### src/rtl/ise_pkg.sv
package ise_pkg;
  localparam int FLG_W   = 12;
  localparam int FLG_D   = 1;
  localparam int FLG_I   = 6;
  localparam int FLG_U   = 7;
  localparam int IPL_LO  = 8;
  localparam int IPL_W   = 3;
  localparam int PC_W    = 20;
  localparam int SEQ_LEN = 20;
  localparam int STEP_W  = $clog2(SEQ_LEN);

  typedef logic [STEP_W-1:0] step_t;

  localparam step_t S_ACK   = step_t'(0);
  localparam step_t S_SNAP  = step_t'(1);
  localparam step_t S_FLG1  = step_t'(2);
  localparam step_t S_SPLAT = step_t'(5);
  localparam step_t S_W0    = step_t'(6);
  localparam step_t S_W1    = step_t'(7);
  localparam step_t S_W2    = step_t'(8);
  localparam step_t S_W3    = step_t'(9);
  localparam step_t S_COMMIT= step_t'(10);
  localparam step_t S_V0    = step_t'(12);
  localparam step_t S_V1    = step_t'(13);
  localparam step_t S_V2    = step_t'(14);
  localparam step_t S_CAP2  = step_t'(15);
  localparam step_t S_LOAD  = step_t'(SEQ_LEN-1);
endpackage

### src/rtl/ise_accept_gate.sv
module ise_accept_gate
  import ise_pkg::*;
#(
  parameter int LVL_W = IPL_W
) (
  input  logic             req_valid,
  input  logic [LVL_W-1:0] req_level,
  input  logic             at_boundary,
  input  logic             long_busy,
  input  logic             busy,
  input  logic [FLG_W-1:0] flg_in,
  output logic             ready,
  output logic             accept,
  output logic             abort
);
  logic [IPL_W-1:0] cur_ipl;
  logic             can_break;

  assign cur_ipl   = flg_in[IPL_LO +: IPL_W];
  assign can_break = at_boundary || long_busy;
  assign ready     = !busy && flg_in[FLG_I] && (req_level > cur_ipl) && can_break;
  assign accept    = req_valid && ready;
  assign abort     = accept && long_busy && !at_boundary;
endmodule

### src/rtl/ise_step_ctr.sv
module ise_step_ctr
  import ise_pkg::*;
(
  input  logic  clk,
  input  logic  rst_n,
  input  logic  start,
  output logic  busy,
  output step_t step
);
  always_ff @(posedge clk) begin
    if (!rst_n) begin
      busy <= 1'b0;
      step <= '0;
    end else if (start) begin
      busy <= 1'b1;
      step <= '0;
    end else if (busy) begin
      if (step == S_LOAD) begin
        busy <= 1'b0;
        step <= '0;
      end else begin
        step <= step + step_t'(1);
      end
    end
  end
endmodule

### src/rtl/ise_entry_dp.sv
module ise_entry_dp
  import ise_pkg::*;
#(
  parameter int ADDR_W   = PC_W,
  parameter int NUM_W    = 6,
  parameter int LVL_W    = IPL_W,
  parameter int SP_W     = 16,
  parameter logic [ADDR_W-1:0] VEC_BASE = 20'h0FE00,
  parameter int SWI_LO   = 32,
  parameter int SWI_HI   = 63
) (
  input  logic              clk,
  input  logic              rst_n,
  input  logic              accept,
  input  logic [NUM_W-1:0]  req_num,
  input  logic [LVL_W-1:0]  req_level,
  input  logic              req_swi,
  input  logic              busy,
  input  step_t             step,
  input  logic [7:0]        mem_rdata,
  input  logic [FLG_W-1:0]  flg_in,
  input  logic [SP_W-1:0]   sp_in,
  input  logic [PC_W-1:0]   pc_in,
  output logic              irq_clear,
  output logic              mem_rd,
  output logic              mem_we,
  output logic [ADDR_W-1:0] mem_addr,
  output logic [7:0]        mem_wdata,
  output logic              flg_we,
  output logic [FLG_W-1:0]  flg_out,
  output logic              sp_we,
  output logic [SP_W-1:0]   sp_out,
  output logic              pc_we,
  output logic [PC_W-1:0]   pc_out,
  output logic              done
);
  logic [NUM_W-1:0]  num_q;
  logic [LVL_W-1:0]  lvl_q;
  logic              swi_q;
  logic [FLG_W-1:0]  flg_tmp;
  logic [PC_W-1:0]   pc_tmp;
  logic [SP_W-1:0]   sp_q;
  logic [7:0]        vb [3];
  logic [ADDR_W-1:0] vec_addr;
  logic              keep_u;
  logic [FLG_W-1:0]  masked;

  always_ff @(posedge clk) begin
    if (!rst_n) begin
      num_q   <= '0;
      lvl_q   <= '0;
      swi_q   <= 1'b0;
      flg_tmp <= '0;
      pc_tmp  <= '0;
      sp_q    <= '0;
      for (int i = 0; i < 3; i++) vb[i] <= '0;
    end else begin
      if (accept) begin
        num_q <= req_num;
        lvl_q <= req_level;
        swi_q <= req_swi;
      end
      if (busy && step == S_SNAP) begin
        flg_tmp <= flg_in;
        pc_tmp  <= pc_in;
      end
      if (busy && step == S_SPLAT) sp_q <= sp_in;
      if (busy && step == S_V1)   vb[0] <= mem_rdata;
      if (busy && step == S_V2)   vb[1] <= mem_rdata;
      if (busy && step == S_CAP2) vb[2] <= mem_rdata;
    end
  end

  assign vec_addr = VEC_BASE + (ADDR_W'(num_q) << 2);
  assign keep_u   = swi_q && (int'(num_q) >= SWI_LO) && (int'(num_q) <= SWI_HI);

  always_comb begin
    masked        = flg_tmp;
    masked[FLG_I] = 1'b0;
    masked[FLG_D] = 1'b0;
    if (!keep_u) masked[FLG_U] = 1'b0;
  end

  always_comb begin
    irq_clear = 1'b0;
    mem_rd    = 1'b0;
    mem_we    = 1'b0;
    mem_addr  = '0;
    mem_wdata = '0;
    flg_we    = 1'b0;
    flg_out   = masked;
    sp_we     = 1'b0;
    sp_out    = sp_q - SP_W'(4);
    pc_we     = 1'b0;
    pc_out    = {vb[2][3:0], vb[1], vb[0]};
    done      = 1'b0;
    if (busy) begin
      case (step)
        S_ACK: begin
          mem_rd    = 1'b1;
          irq_clear = 1'b1;
        end
        S_FLG1: flg_we = 1'b1;
        S_W0: begin
          mem_we    = 1'b1;
          mem_addr  = ADDR_W'(sp_q - SP_W'(2));
          mem_wdata = {flg_tmp[3:0], pc_tmp[19:16]};
        end
        S_W1: begin
          mem_we    = 1'b1;
          mem_addr  = ADDR_W'(sp_q - SP_W'(1));
          mem_wdata = flg_tmp[11:4];
        end
        S_W2: begin
          mem_we    = 1'b1;
          mem_addr  = ADDR_W'(sp_q - SP_W'(4));
          mem_wdata = pc_tmp[7:0];
        end
        S_W3: begin
          mem_we    = 1'b1;
          mem_addr  = ADDR_W'(sp_q - SP_W'(3));
          mem_wdata = pc_tmp[15:8];
        end
        S_COMMIT: begin
          sp_we   = 1'b1;
          flg_we  = 1'b1;
          flg_out[IPL_LO +: IPL_W] = IPL_W'(lvl_q);
        end
        S_V0: begin
          mem_rd   = 1'b1;
          mem_addr = vec_addr;
        end
        S_V1: begin
          mem_rd   = 1'b1;
          mem_addr = vec_addr + ADDR_W'(1);
        end
        S_V2: begin
          mem_rd   = 1'b1;
          mem_addr = vec_addr + ADDR_W'(2);
        end
        S_LOAD: begin
          pc_we = 1'b1;
          done  = 1'b1;
        end
        default: ;
      endcase
    end
  end
endmodule

### src/rtl/irq_entry_seq.sv
module irq_entry_seq
  import ise_pkg::*;
#(
  parameter int ADDR_W = PC_W,
  parameter int NUM_W  = 6,
  parameter int LVL_W  = IPL_W,
  parameter int SP_W   = 16,
  parameter logic [ADDR_W-1:0] VEC_BASE = 20'h0FE00
) (
  input  logic              clk,
  input  logic              rst_n,
  input  logic              req_valid,
  output logic              req_ready,
  input  logic [NUM_W-1:0]  req_num,
  input  logic [LVL_W-1:0]  req_level,
  input  logic              req_swi,
  input  logic              at_boundary,
  input  logic              long_busy,
  output logic              instr_abort,
  output logic              irq_clear,
  output logic              mem_rd,
  output logic              mem_we,
  output logic [ADDR_W-1:0] mem_addr,
  output logic [7:0]        mem_wdata,
  input  logic [7:0]        mem_rdata,
  input  logic [FLG_W-1:0]  flg_in,
  output logic              flg_we,
  output logic [FLG_W-1:0]  flg_out,
  input  logic [SP_W-1:0]   sp_in,
  output logic              sp_we,
  output logic [SP_W-1:0]   sp_out,
  input  logic [PC_W-1:0]   pc_in,
  output logic              pc_we,
  output logic [PC_W-1:0]   pc_out,
  output logic              busy,
  output logic              done
);
  logic  accept;
  step_t step;

  ise_accept_gate #(.LVL_W(LVL_W)) u_gate (
    .req_valid(req_valid), .req_level(req_level), .at_boundary(at_boundary),
    .long_busy(long_busy), .busy(busy), .flg_in(flg_in),
    .ready(req_ready), .accept(accept), .abort(instr_abort)
  );

  ise_step_ctr u_ctr (
    .clk(clk), .rst_n(rst_n), .start(accept), .busy(busy), .step(step)
  );

  ise_entry_dp #(
    .ADDR_W(ADDR_W), .NUM_W(NUM_W), .LVL_W(LVL_W), .SP_W(SP_W), .VEC_BASE(VEC_BASE)
  ) u_dp (
    .clk(clk), .rst_n(rst_n), .accept(accept), .req_num(req_num),
    .req_level(req_level), .req_swi(req_swi), .busy(busy), .step(step),
    .mem_rdata(mem_rdata), .flg_in(flg_in), .sp_in(sp_in), .pc_in(pc_in),
    .irq_clear(irq_clear), .mem_rd(mem_rd), .mem_we(mem_we), .mem_addr(mem_addr),
    .mem_wdata(mem_wdata), .flg_we(flg_we), .flg_out(flg_out), .sp_we(sp_we),
    .sp_out(sp_out), .pc_we(pc_we), .pc_out(pc_out), .done(done)
  );
endmodule

### config.mk
export PLATFORM = sky130hd
export DESIGN_NAME = irq_entry_seq
export DESIGN_NICKNAME = d
export VERILOG_FILES = /design/src/rtl/ise_pkg.sv /design/src/rtl/ise_accept_gate.sv /design/src/rtl/ise_step_ctr.sv /design/src/rtl/ise_entry_dp.sv /design/src/rtl/irq_entry_seq.sv
export SDC_FILE = /design/constraint.sdc
export NUM_CORES = 1
export LEC_CHECK = 0
export ABC_AREA = 1
export BUFFER_PORTS_ARGS = -buffer_cell sky130_fd_sc_hd__buf_2
export CORE_MARGIN = 3
export CORE_UTILIZATION = 56
export CTS_CLUSTER_SIZE = 30
export DETAILED_ROUTE_END_ITERATION = 10
export PLACE_DENSITY_LB_ADDON = 0.25
export SYNTH_ARGS = -nofsm -noshare
export SYNTH_HDL_FRONTEND = slang
export SYNTH_HIERARCHICAL = 1
export SYNTH_SLANG_ARGS = --single-unit
### constraint.sdc
create_clock -name clk -period 6.25 [get_ports clk]
set_input_delay 0.9375 -clock clk [delete_from_list [all_inputs] [get_ports clk]]
set_output_delay 0.9375 -clock clk [all_outputs]
set_load 0.005 [all_outputs]
==> reports/summary.txt, run 1 <==
Tot Pwr - 1.10 mW
Comb power frac - 0.068
# rows - 34
die area - 10400 sq um
Crit-path slowest cell - nor3_4
Compound-Gate Fraction of Synth Area - 0.135
wire length on met1 - 6.14 mm
CTS Sinks - 84
Core Region - 8850 sq um
post-synth design cell area - 5150 sq um
Worst Skew - 0.0156 ns
status - completed
share of layout cells above drive strength 1 - 0.244
Period Utilization, post-route - 0.649
adder-cell share of the synthesized area - 0.0209
largest family of logic cells by synthesized area - simple AND/OR/NAND/NOR gates
wirelength, routed - 15.0 mm
hpwl dp - 10.8 mm
most instantiated library cell after synthesis - nand2_1
Worst Hold Class - flop to flop
setup tns final - 0 ns
min Tclk post-route - 4.06 ns
Reg2Reg Depth - 4
Max stage delay on crit path - 0.56 ns
GP Congestion - 0.986
top cell type's share of synthesized area - 0.249
vias post-DR - 5524
Antenna Nets Post-Route - 0
Final Setup Violations - 0
Sw Pwr - 0.257 mW
Layout area overhead - 16.5%
Slew @ Worst Pin - 0.975 ns
H-tree depth - 3
worst skew pair latency - 0.36 ns
Hold Crit Depth - 2
part of the Yosys area used for sequential elements - 0.365
first-pass GRT wire length - 23.5 mm
internal power - 0.845 mW
die height - 102 um
maximum VDD drop - 0.000141 V
EDFF count, synth - 20
xor/xnor share of the synthesized area - 0.00825
sequential share of power - 0.519
simple logic cell fraction of the synthesized area - 0.358
TritonCTS Buffers - 9
Gate Count Post-Synth - 745
DRC violations left - 0
synth cell count leaders - nand2_1, nor2_1, nand3_1
WL met2 - 7.04 mm
RSZ-0062 raised after global routing - no
Initial Utilization - 0.582
Worst R2R Setup Slack - 3.21 ns
Switching Share - 0.233
Top Ports - 157
diodes inserted - 0
clock buffer depth - 2
Setup crit start kind - flop
Top Metal Used - met4
top_reg_cell synth - dfxtp_1
part of the power in the clock network - 0.413
final hold vios - 0
clock root buffer master - clkbuf_8
number of port buffers - 154
CP required - 5.31 ns
Crit path arrival time - 3.12 ns
fin. max-slew vios - 0
antenna violations before repair - 0
Layout Nets - 950
Max-slew headroom - 0.346
pwr/cell area - 184 nW/um^2
Overflow after GRT - 0
# fillers - 808
Synth Register Bits - 84
CTS resizes - 0
Yosys warning total - 6
cell taking the most area after synthesis - dfxtp_1
Setup CP Type - flop to output port
largest cells by area after synthesis - dfxtp_1, edfxtp_1, nand2_1, nor2_1, nand3_1
Post-CTS Setup Inserts - 0
Total GRT Usage - 0.286
Die W - 102 um
DRT Pass-1 Iters - 6
vias in the first global route - 5025
post-synthesis mux area share - 0
DRT iter0 DRCs - 379
CP cell instances - nor3_4 -> nand2_2 -> fa_1 -> inv_1 -> nand2_1 -> nor2_1 -> nand2_1 -> nand2_1 -> nand3_1 -> nand3_1 -> nor2_1 -> nor2_1 -> buf_2
kind of end point of the critical path - output port
LEAKAGE - 2.96 nW
max_cap viols - 0
vias per inst - 5.61
largest net degree at the start of global routing - 65
per-cell routed wire length - 15.3 um
top fanout value on the critical path - 12
routed wl met3 - 1.42 mm
clk slew on worst S/H paths - 0.09 ns
hold_buf cts - 0
Yosys cell types - 48
post-synthesis async set-or-reset flop share - 0
f_max - 247 MHz
Mean Syn Cell Area - 6.92 sq um
CTS tree - yes
==> through the flow <==
stage,hold WS (ns),std cells,utilization,setup WS [ns],instance area [sq um]
finish,0.514,984,0.678,2.19,6000
floorplan,0.462,746,-,3.33,5160
global route,0.537,984,0.678,1.89,6000
detailed placement,0.490,968,0.651,2.63,5760
global placement,0.479,968,0.651,2.72,5760
CTS,0.514,984,0.678,2.21,6000
==> metal layers <==
layer,vias to the layer above,global-route usage
met4,0,0.118
li1,2675,-
met3,29,0.0628
met1,2521,0.368
met5,-,0
met2,299,0.467
==> critical path, delay by kind of cell (launching register included) <==
| kind | cells | cell delay [ns] |
|---|---|---|
| fa+ha+maj | 1 | 0.53 |
| flops | 1 | 0.49 |
| buf+inv | 2 | 0.31 |
| simple gates | 10 | 1.44 |
==> layout make-up <==
type	instances	area [sq um]	share of cell area
Sequential cell	84	1880	0.313
Tap cell	108	135	0.0225
Clock inverter	3	47.5	0.00792
Clock buffer	13	193	0.0321
Timing Repair Buffer	156	786	0.131
Inverter	68	260	0.0434
Multi-Input combinational cell	552	2700	0.450
==> power groups by stage <==
stage	logic [mW]	clock network, mW	registers [mW]
CTS	0.0748	0.466	0.572
detailed placement	0.0741	0	0.585
global route	0.0835	0.489	0.574
floorplan	0.0381	0	0.583
global placement	0.0722	0	0.584
finish	0.0748	0.455	0.572
==> logic make-up after synthesis <==
group	Yosys count
AO/OA/AOI/OAI	128
AND/OR/NAND/NOR	410
flip-flops	84
other	1
buffers and inverters	110
XOR/XNOR	4
adder cells (fa/ha/maj)	8
==> layout by cell type (no fill, tap or decap), types with 4 or more instances in the layout <==
cell / instances
inv_2: 4
nand2_4: 5
o21ai_1: 21
a41oi_1: 9
o21ai_0: 58
dfxtp_1: 64
inv_1: 59
edfxtp_1: 20
and2_1: 6
a21oi_1: 33
clkbuf_8: 10
nand3_1: 77
nand2_2: 5
ha_1: 7
nor2_1: 139
buf_2: 154
nor2_2: 11
nand2_1: 147
==> sequential cells by signal (all words and copies together) (netlist names) <==
| register | cells |
|---|---|
| u_dp/pc_tmp | 20 |
| u_dp/vb | 20 |
| u_dp/sp_q | 16 |
| u_dp/flg_tmp | 12 |
| u_dp/num_q | 6 |
| u_ctr/step | 5 |
| u_dp/lvl_q | 3 |
| u_ctr/busy | 1 |
| u_dp/swi_q | 1 |
==> final timing paths <==
kind / startpoint / to
worst min register to register: u_dp/pc_tmp[14] / u_dp/pc_tmp[14]
worst min-delay path: u_dp/pc_tmp[14] / u_dp/pc_tmp[14]
worst max register to register: u_ctr/busy / u_dp/vb[0][19]
worst max-delay path: u_ctr/step[4] / mem_addr[12]
Power figures use the tool's default switching activity.
==> run 2, diff against run 1 <==
--- a/config.mk
+++ b/config.mk
@@ -8,7 +8,7 @@
 export ABC_AREA = 1
 export BUFFER_PORTS_ARGS = -buffer_cell sky130_fd_sc_hd__buf_2
 export CORE_MARGIN = 3
-export CORE_UTILIZATION = 56
+export CORE_UTILIZATION = 52
 export CTS_CLUSTER_SIZE = 30
 export DETAILED_ROUTE_END_ITERATION = 10
 export PLACE_DENSITY_LB_ADDON = 0.25
==> constraint.sdc (replaced) <==
create_clock -name clk -period 3.9 [get_ports clk]
set_input_delay 0.585 -clock clk [delete_from_list [all_inputs] [get_ports clk]]
set_output_delay 0.585 -clock clk [all_outputs]
set_load 0.005 [all_outputs]
==> reports/summary.txt, run 2 (synthesis gave the netlist of run 1 again) <==
status - completed
share of layout cells above drive strength 1 - 0.248
Crit path arrival time - 2.87 ns
final hold vios - 0
Layout area overhead - 16.9%
# rows - 35
kind of end point of the critical path - output port
Worst Hold Launch - pc_in[16]
Antenna Nets Post-Route - 0
Post-Layout Inst Area - 6030 sq um
crit path launch - u_ctr/step[4]
fin. max-slew vios - 0
largest net degree at the start of global routing - 46
CTS tree - yes
f_max - 289 MHz
DRT Pass-1 Iters - 5
RSZ-0062 raised after global routing - no
LEAKAGE - 2.96 nW
setup tns final - 0 ns
hpwl dp - 11.2 mm
top flop regs - u_dp/pc_tmp x20, u_dp/vb x20, u_dp/sp_q x16
max_cap viols - 0
Max-slew headroom - 0.213
Reg2Reg Depth - 2
Tot Pwr - 1.69 mW
min Tclk post-route - 3.46 ns
Top Ports - 157
Worst Skew - 0.0116 ns
die area - 11100 sq um
clk slew on worst S/H paths - 0.09 ns
worst skew pair latency - 0.36 ns
H-tree depth - 3
Final Setup Violations - 0
vias per inst - 5.39
commonest non-fill, non-tap cell in the layout - buf_2
Die W - 106 um
number of port buffers - 154
Overflow after GRT - 0
top fanout value on the critical path - 12
Setup CP Type - flop to output port
DRT iter0 DRCs - 299
first-pass GRT wire length - 23.9 mm
crit path to - mem_addr[12]
Total GRT Usage - 0.263
GP Congestion - 0.936
Post-Place Cell Area - 5820 sq um
CTS resizes - 0
# fillers - 878
antenna violations before repair - 1
wirelength, routed - 15.0 mm
Layout Nets - 954
Initial Utilization - 0.547
worst r2r src - u_ctr/step[2]
Worst Hold Class - input pin to flop
DRC violations left - 0
vias in the first global route - 5012
most frequent cells in the layout - buf_2, nand2_1, nor2_1, nand3_1, dfxtp_1
vias post-DR - 5436
hold_buf cts - 0
Setup crit start kind - flop
die height - 106 um
Post-CTS Setup Inserts - 0
clock buffer depth - 2
CTS Sinks - 84
per-cell routed wire length - 14.8 um
Period Utilization, post-route - 0.886
CP required - 3.31 ns
worst r2r dst - u_dp/vb[0][4]
clock root buffer master - clkbuf_8
Worst R2R Setup Slack - 1.44 ns
TritonCTS Buffers - 9
pwr/cell area - 281 nW/um^2
Slew @ Worst Pin - 1.17 ns
maximum VDD drop - 0.000151 V
diodes inserted - 0
Core Region - 9420 sq um
run 2: worst min-delay path by stage:
stage / depth (start not counted) / slack, ns / endpoint
2_1_floorplan: 2 / 0.46 / u_dp/pc_tmp[6]
3_3_place_gp: 2 / 0.48 / u_dp/pc_tmp[8]
3_5_place_dp: 2 / 0.49 / u_dp/pc_tmp[7]
4_1_cts: 3 / 0.44 / u_dp/flg_tmp[1]
5_1_grt: 3 / 0.44 / u_dp/flg_tmp[1]
6_report: 3 / 0.45 / u_dp/pc_tmp[16]
run 2: worst max-delay path, cell delays in order (launching register included):
cell	delay (ns)
dfxtp_1	0.48
nor3_4	0.21
buf_4	0.22
nand2_2	0.12
fa_1	0.50
inv_1	0.16
nand2_1	0.09
nor2_1	0.19
nand3_1	0.11
nand3_1	0.09
nand3_1	0.07
nor2_1	0.11
nor2_1	0.05
buf_2	0.13
run 2: per-layer routing:
| metal | vias to the layer above | share of wire | GRT usage |
|---|---|---|---|
| li1 | 2682 | - | - |
| met3 | 28 | 0.077 | 0.0508 |
| met5 | - | 0.00087 | 0 |
| met2 | 214 | 0.49 | 0.440 |
| met1 | 2510 | 0.42 | 0.342 |
| met4 | 2 | 0.018 | 0.0888 |
run 2: final cells by class:
cell class | count | area, sq um | area share
Inverter | 68 | 260 | 0.0432
Clock buffer | 10 | 138 | 0.0228
Multi-Input combinational cell | 552 | 2700 | 0.448
Clock inverter | 6 | 70.1 | 0.0116
Timing Repair Buffer | 160 | 816 | 0.135
Sequential cell | 84 | 1880 | 0.312
Tap cell | 129 | 161 | 0.0268
run 2: stage by stage:
stage	worst slack, ns	util	hold slack (ns)	instances
floorplan	1.33	-	0.462	746
global placement	0.931	0.618	0.477	993
detailed placement	0.849	0.618	0.486	993
CTS	0.447	0.640	0.440	1009
global route	0.231	0.640	0.440	1009
finish	0.443	0.640	0.447	1009
run 2: report_power, final:
| group | total [mW] | internal (mW) | leakage, nW | switching (mW) |
|---|---|---|---|---|
| logic | 0.126 | 0.0527 | 2.13 | 0.0734 |
| clock network | 0.654 | 0.320 | 0.104 | 0.334 |
| registers | 0.914 | 0.906 | 0.723 | 0.00841 |
| total | 1.69 | 1.28 | 2.96 | 0.416 |
==> run 3, diff against run 2 <==
--- a/config.mk
+++ b/config.mk
@@ -5,10 +5,10 @@
 export SDC_FILE = /design/constraint.sdc
 export NUM_CORES = 1
 export LEC_CHECK = 0
-export ABC_AREA = 1
+export ABC_AREA = 0
 export BUFFER_PORTS_ARGS = -buffer_cell sky130_fd_sc_hd__buf_2
 export CORE_MARGIN = 3
-export CORE_UTILIZATION = 52
+export CORE_UTILIZATION = 47
 export CTS_CLUSTER_SIZE = 30
 export DETAILED_ROUTE_END_ITERATION = 10
 export PLACE_DENSITY_LB_ADDON = 0.25
==> constraint.sdc (replaced) <==
create_clock -name clk -period 2.8 [get_ports clk]
set_input_delay 0.42 -clock clk [delete_from_list [all_inputs] [get_ports clk]]
set_output_delay 0.42 -clock clk [all_outputs]
set_load 0.005 [all_outputs]
==> reports/summary.txt, run 3 <==
largest net degree at the start of global routing - 57
min Tclk post-route - 2.90 ns
dpl cells - 863
Period Utilization, post-route - 1.03
Layout Nets - 834
Yosys cell types - 66
per-cell routed wire length - 17.1 um
Final Setup Violations - 10
Mean Syn Cell Area - 8.37 sq um
Setup CP Type - flop to output port
# fillers - 873
top cell type's share of synthesized area - 0.257
CP required - 2.38 ns
DRC violations left - 0
post-synthesis async set-or-reset flop share - 0
antenna violations before repair - 1
RSZ-0062 raised after global routing - yes
largest cells by area after synthesis - dfxtp_1, edfxtp_1, nand2_1, a21boi_0, a21boi_1
final hold vios - 0
failing checks - negative setup slack
part of the Yosys area used for sequential elements - 0.378
hpwl dp - 11.3 mm
DRT Pass-1 Iters - 5
# rows - 36
number of port buffers - 154
Antenna Nets Post-Route - 0
fin worst setup slack - -0.0961 ns
vias per inst - 5.58
Overflow after GRT - 0
Initial Utilization - 0.496
Worst Hold Class - input pin to flop
maximum VDD drop - 0.000341 V
DRT iter0 DRCs - 309
TritonCTS Buffers - 9
die area - 11900 sq um
cell taking the most area after synthesis - dfxtp_1
Crit path arrival time - 2.48 ns
H-tree depth - 3
Max-slew headroom - 0.296
Die W - 109 um
worst skew pair latency - 0.37 ns
clock buffer depth - 2
Seq. cell area - 1890 sq um
Gate Count Post-Synth - 595
fin. max-slew vios - 0
commonest non-fill, non-tap cell in the layout - buf_2
Multi-input gate area - 2910 sq um
share of layout cells above drive strength 1 - 0.355
vias post-DR - 4988
wirelength, routed - 15.3 mm
clk slew on worst S/H paths - 0.10 ns
top_reg_cell synth - dfxtp_1
Slew @ Worst Pin - 1.06 ns
GP Congestion - 1.01
Finished Core Util - 0.641
CTS tree - yes
synth cell count leaders - nand2_1, dfxtp_1, nor2_1
top fanout value on the critical path - 4
most frequent cells in the layout - buf_2, nand2_1, dfxtp_1, buf_4, nor2_1
Core Region - 10000 sq um
hold_buf cts - 0
final std cells w/o fill - 894
Layout area overhead - 29.4%
CTS Sinks - 84
Total GRT Usage - 0.252
die height - 109 um
DP Worst Slack - 0.104 ns
vias in the first global route - 4693
EDFF count, synth - 20
Yosys warning total - 6
top flop regs - u_dp/pc_tmp x20, u_dp/vb x20, u_dp/sp_q x16
most instantiated library cell after synthesis - nand2_1
f_max - 345 MHz
max_cap viols - 0
first-pass GRT wire length - 23.3 mm
status - finished with violations
post-synth design cell area - 4980 sq um
pwr/cell area - 391 nW/um^2
LEAKAGE - 2.65 nW
Top Ports - 157
Synth Register Bits - 84
kind of end point of the critical path - output port
Worst Skew - 0.0105 ns
Setup crit start kind - flop
clock root buffer master - clkbuf_8
[run 3: what timing repair did]
| action | in CTS | in global routing |
|---|---|---|
| gates resized for setup | 23 | 21 |
| hold endpoints to repair | 0 | 0 |
| endpoints found under the setup margin | 18 | 19 |
| buffers inserted | 3 | 11 |
| pin swaps | 18 | 21 |
| gates cloned | 0 | 0 |
[run 3: stage by stage]
stage	total power, mW	area, sq um	hold WS, ns	TNS (ns)
global route	2.60	6440	0.276	-1.72
CTS	2.53	6290	0.272	-0.302
global placement	1.45	5900	0.444	0
floorplan	1.36	5030	0.435	0
detailed placement	1.45	5900	0.450	0
finish	2.52	6440	0.281	-0.395
[run 3: area by class of cell]
| type | count | share of cell area |
|---|---|---|
| Sequential cell | 84 | 0.294 |
| Multi-Input combinational cell | 444 | 0.452 |
| Tap cell | 133 | 0.0258 |
| Clock buffer | 9 | 0.0192 |
| Timing Repair Buffer | 201 | 0.180 |
| Inverter | 15 | 0.00874 |
| Antenna cell | 1 | 0.000389 |
| Clock inverter | 7 | 0.0202 |
[run 3: critical path, stage by stage (launching register included)]
cell      delay (ns)
dfxtp_4         0.35
or3b_4          0.39
nor2_4          0.10
inv_2           0.06
ha_4            0.23
a21o_1          0.21
a2111o_1        0.37
o211ai_1        0.18
a21oi_1         0.10
buf_2           0.13
[run 3: layer usage]
layer  track usage  share of wire
met1         0.329           0.42
met2         0.393           0.46
met3        0.0675          0.091
met4         0.106          0.032
met5             0              0
[run 3: worst paths after layout]
path / cells past startpoint / from / slack [ns] / endpoint
max: 9 / u_ctr/step[3] / -0.1 / mem_addr[15]
min: 3 / pc_in[16] / 0.28 / u_dp/pc_tmp[16]
min reg2reg: 2 / u_dp/pc_tmp[2] / 0.46 / u_dp/pc_tmp[2]
max reg2reg: 6 / u_ctr/step[4] / 0.53 / u_dp/pc_tmp[14]
[run 3: cells by family after synthesis]
group,count (synthesis),share of synthesized area
simple gates,243,0.247
compound gates,151,0.207
flops,84,0.378
buf+inv,68,0.0706
xor+xnor,25,0.0440
mux,15,0.0309
fa+ha+maj,8,0.0216
other cells,1,0.000753
[run 3: report_power, final]
| group | total (mW) | switching (mW) | internal (mW) |
|---|---|---|---|
| combinational | 0.164 | 0.0789 | 0.0848 |
| sequential | 1.26 | 0.00996 | 1.25 |
| clock | 1.09 | 0.479 | 0.609 |
| total | 2.52 | 0.568 | 1.95 |
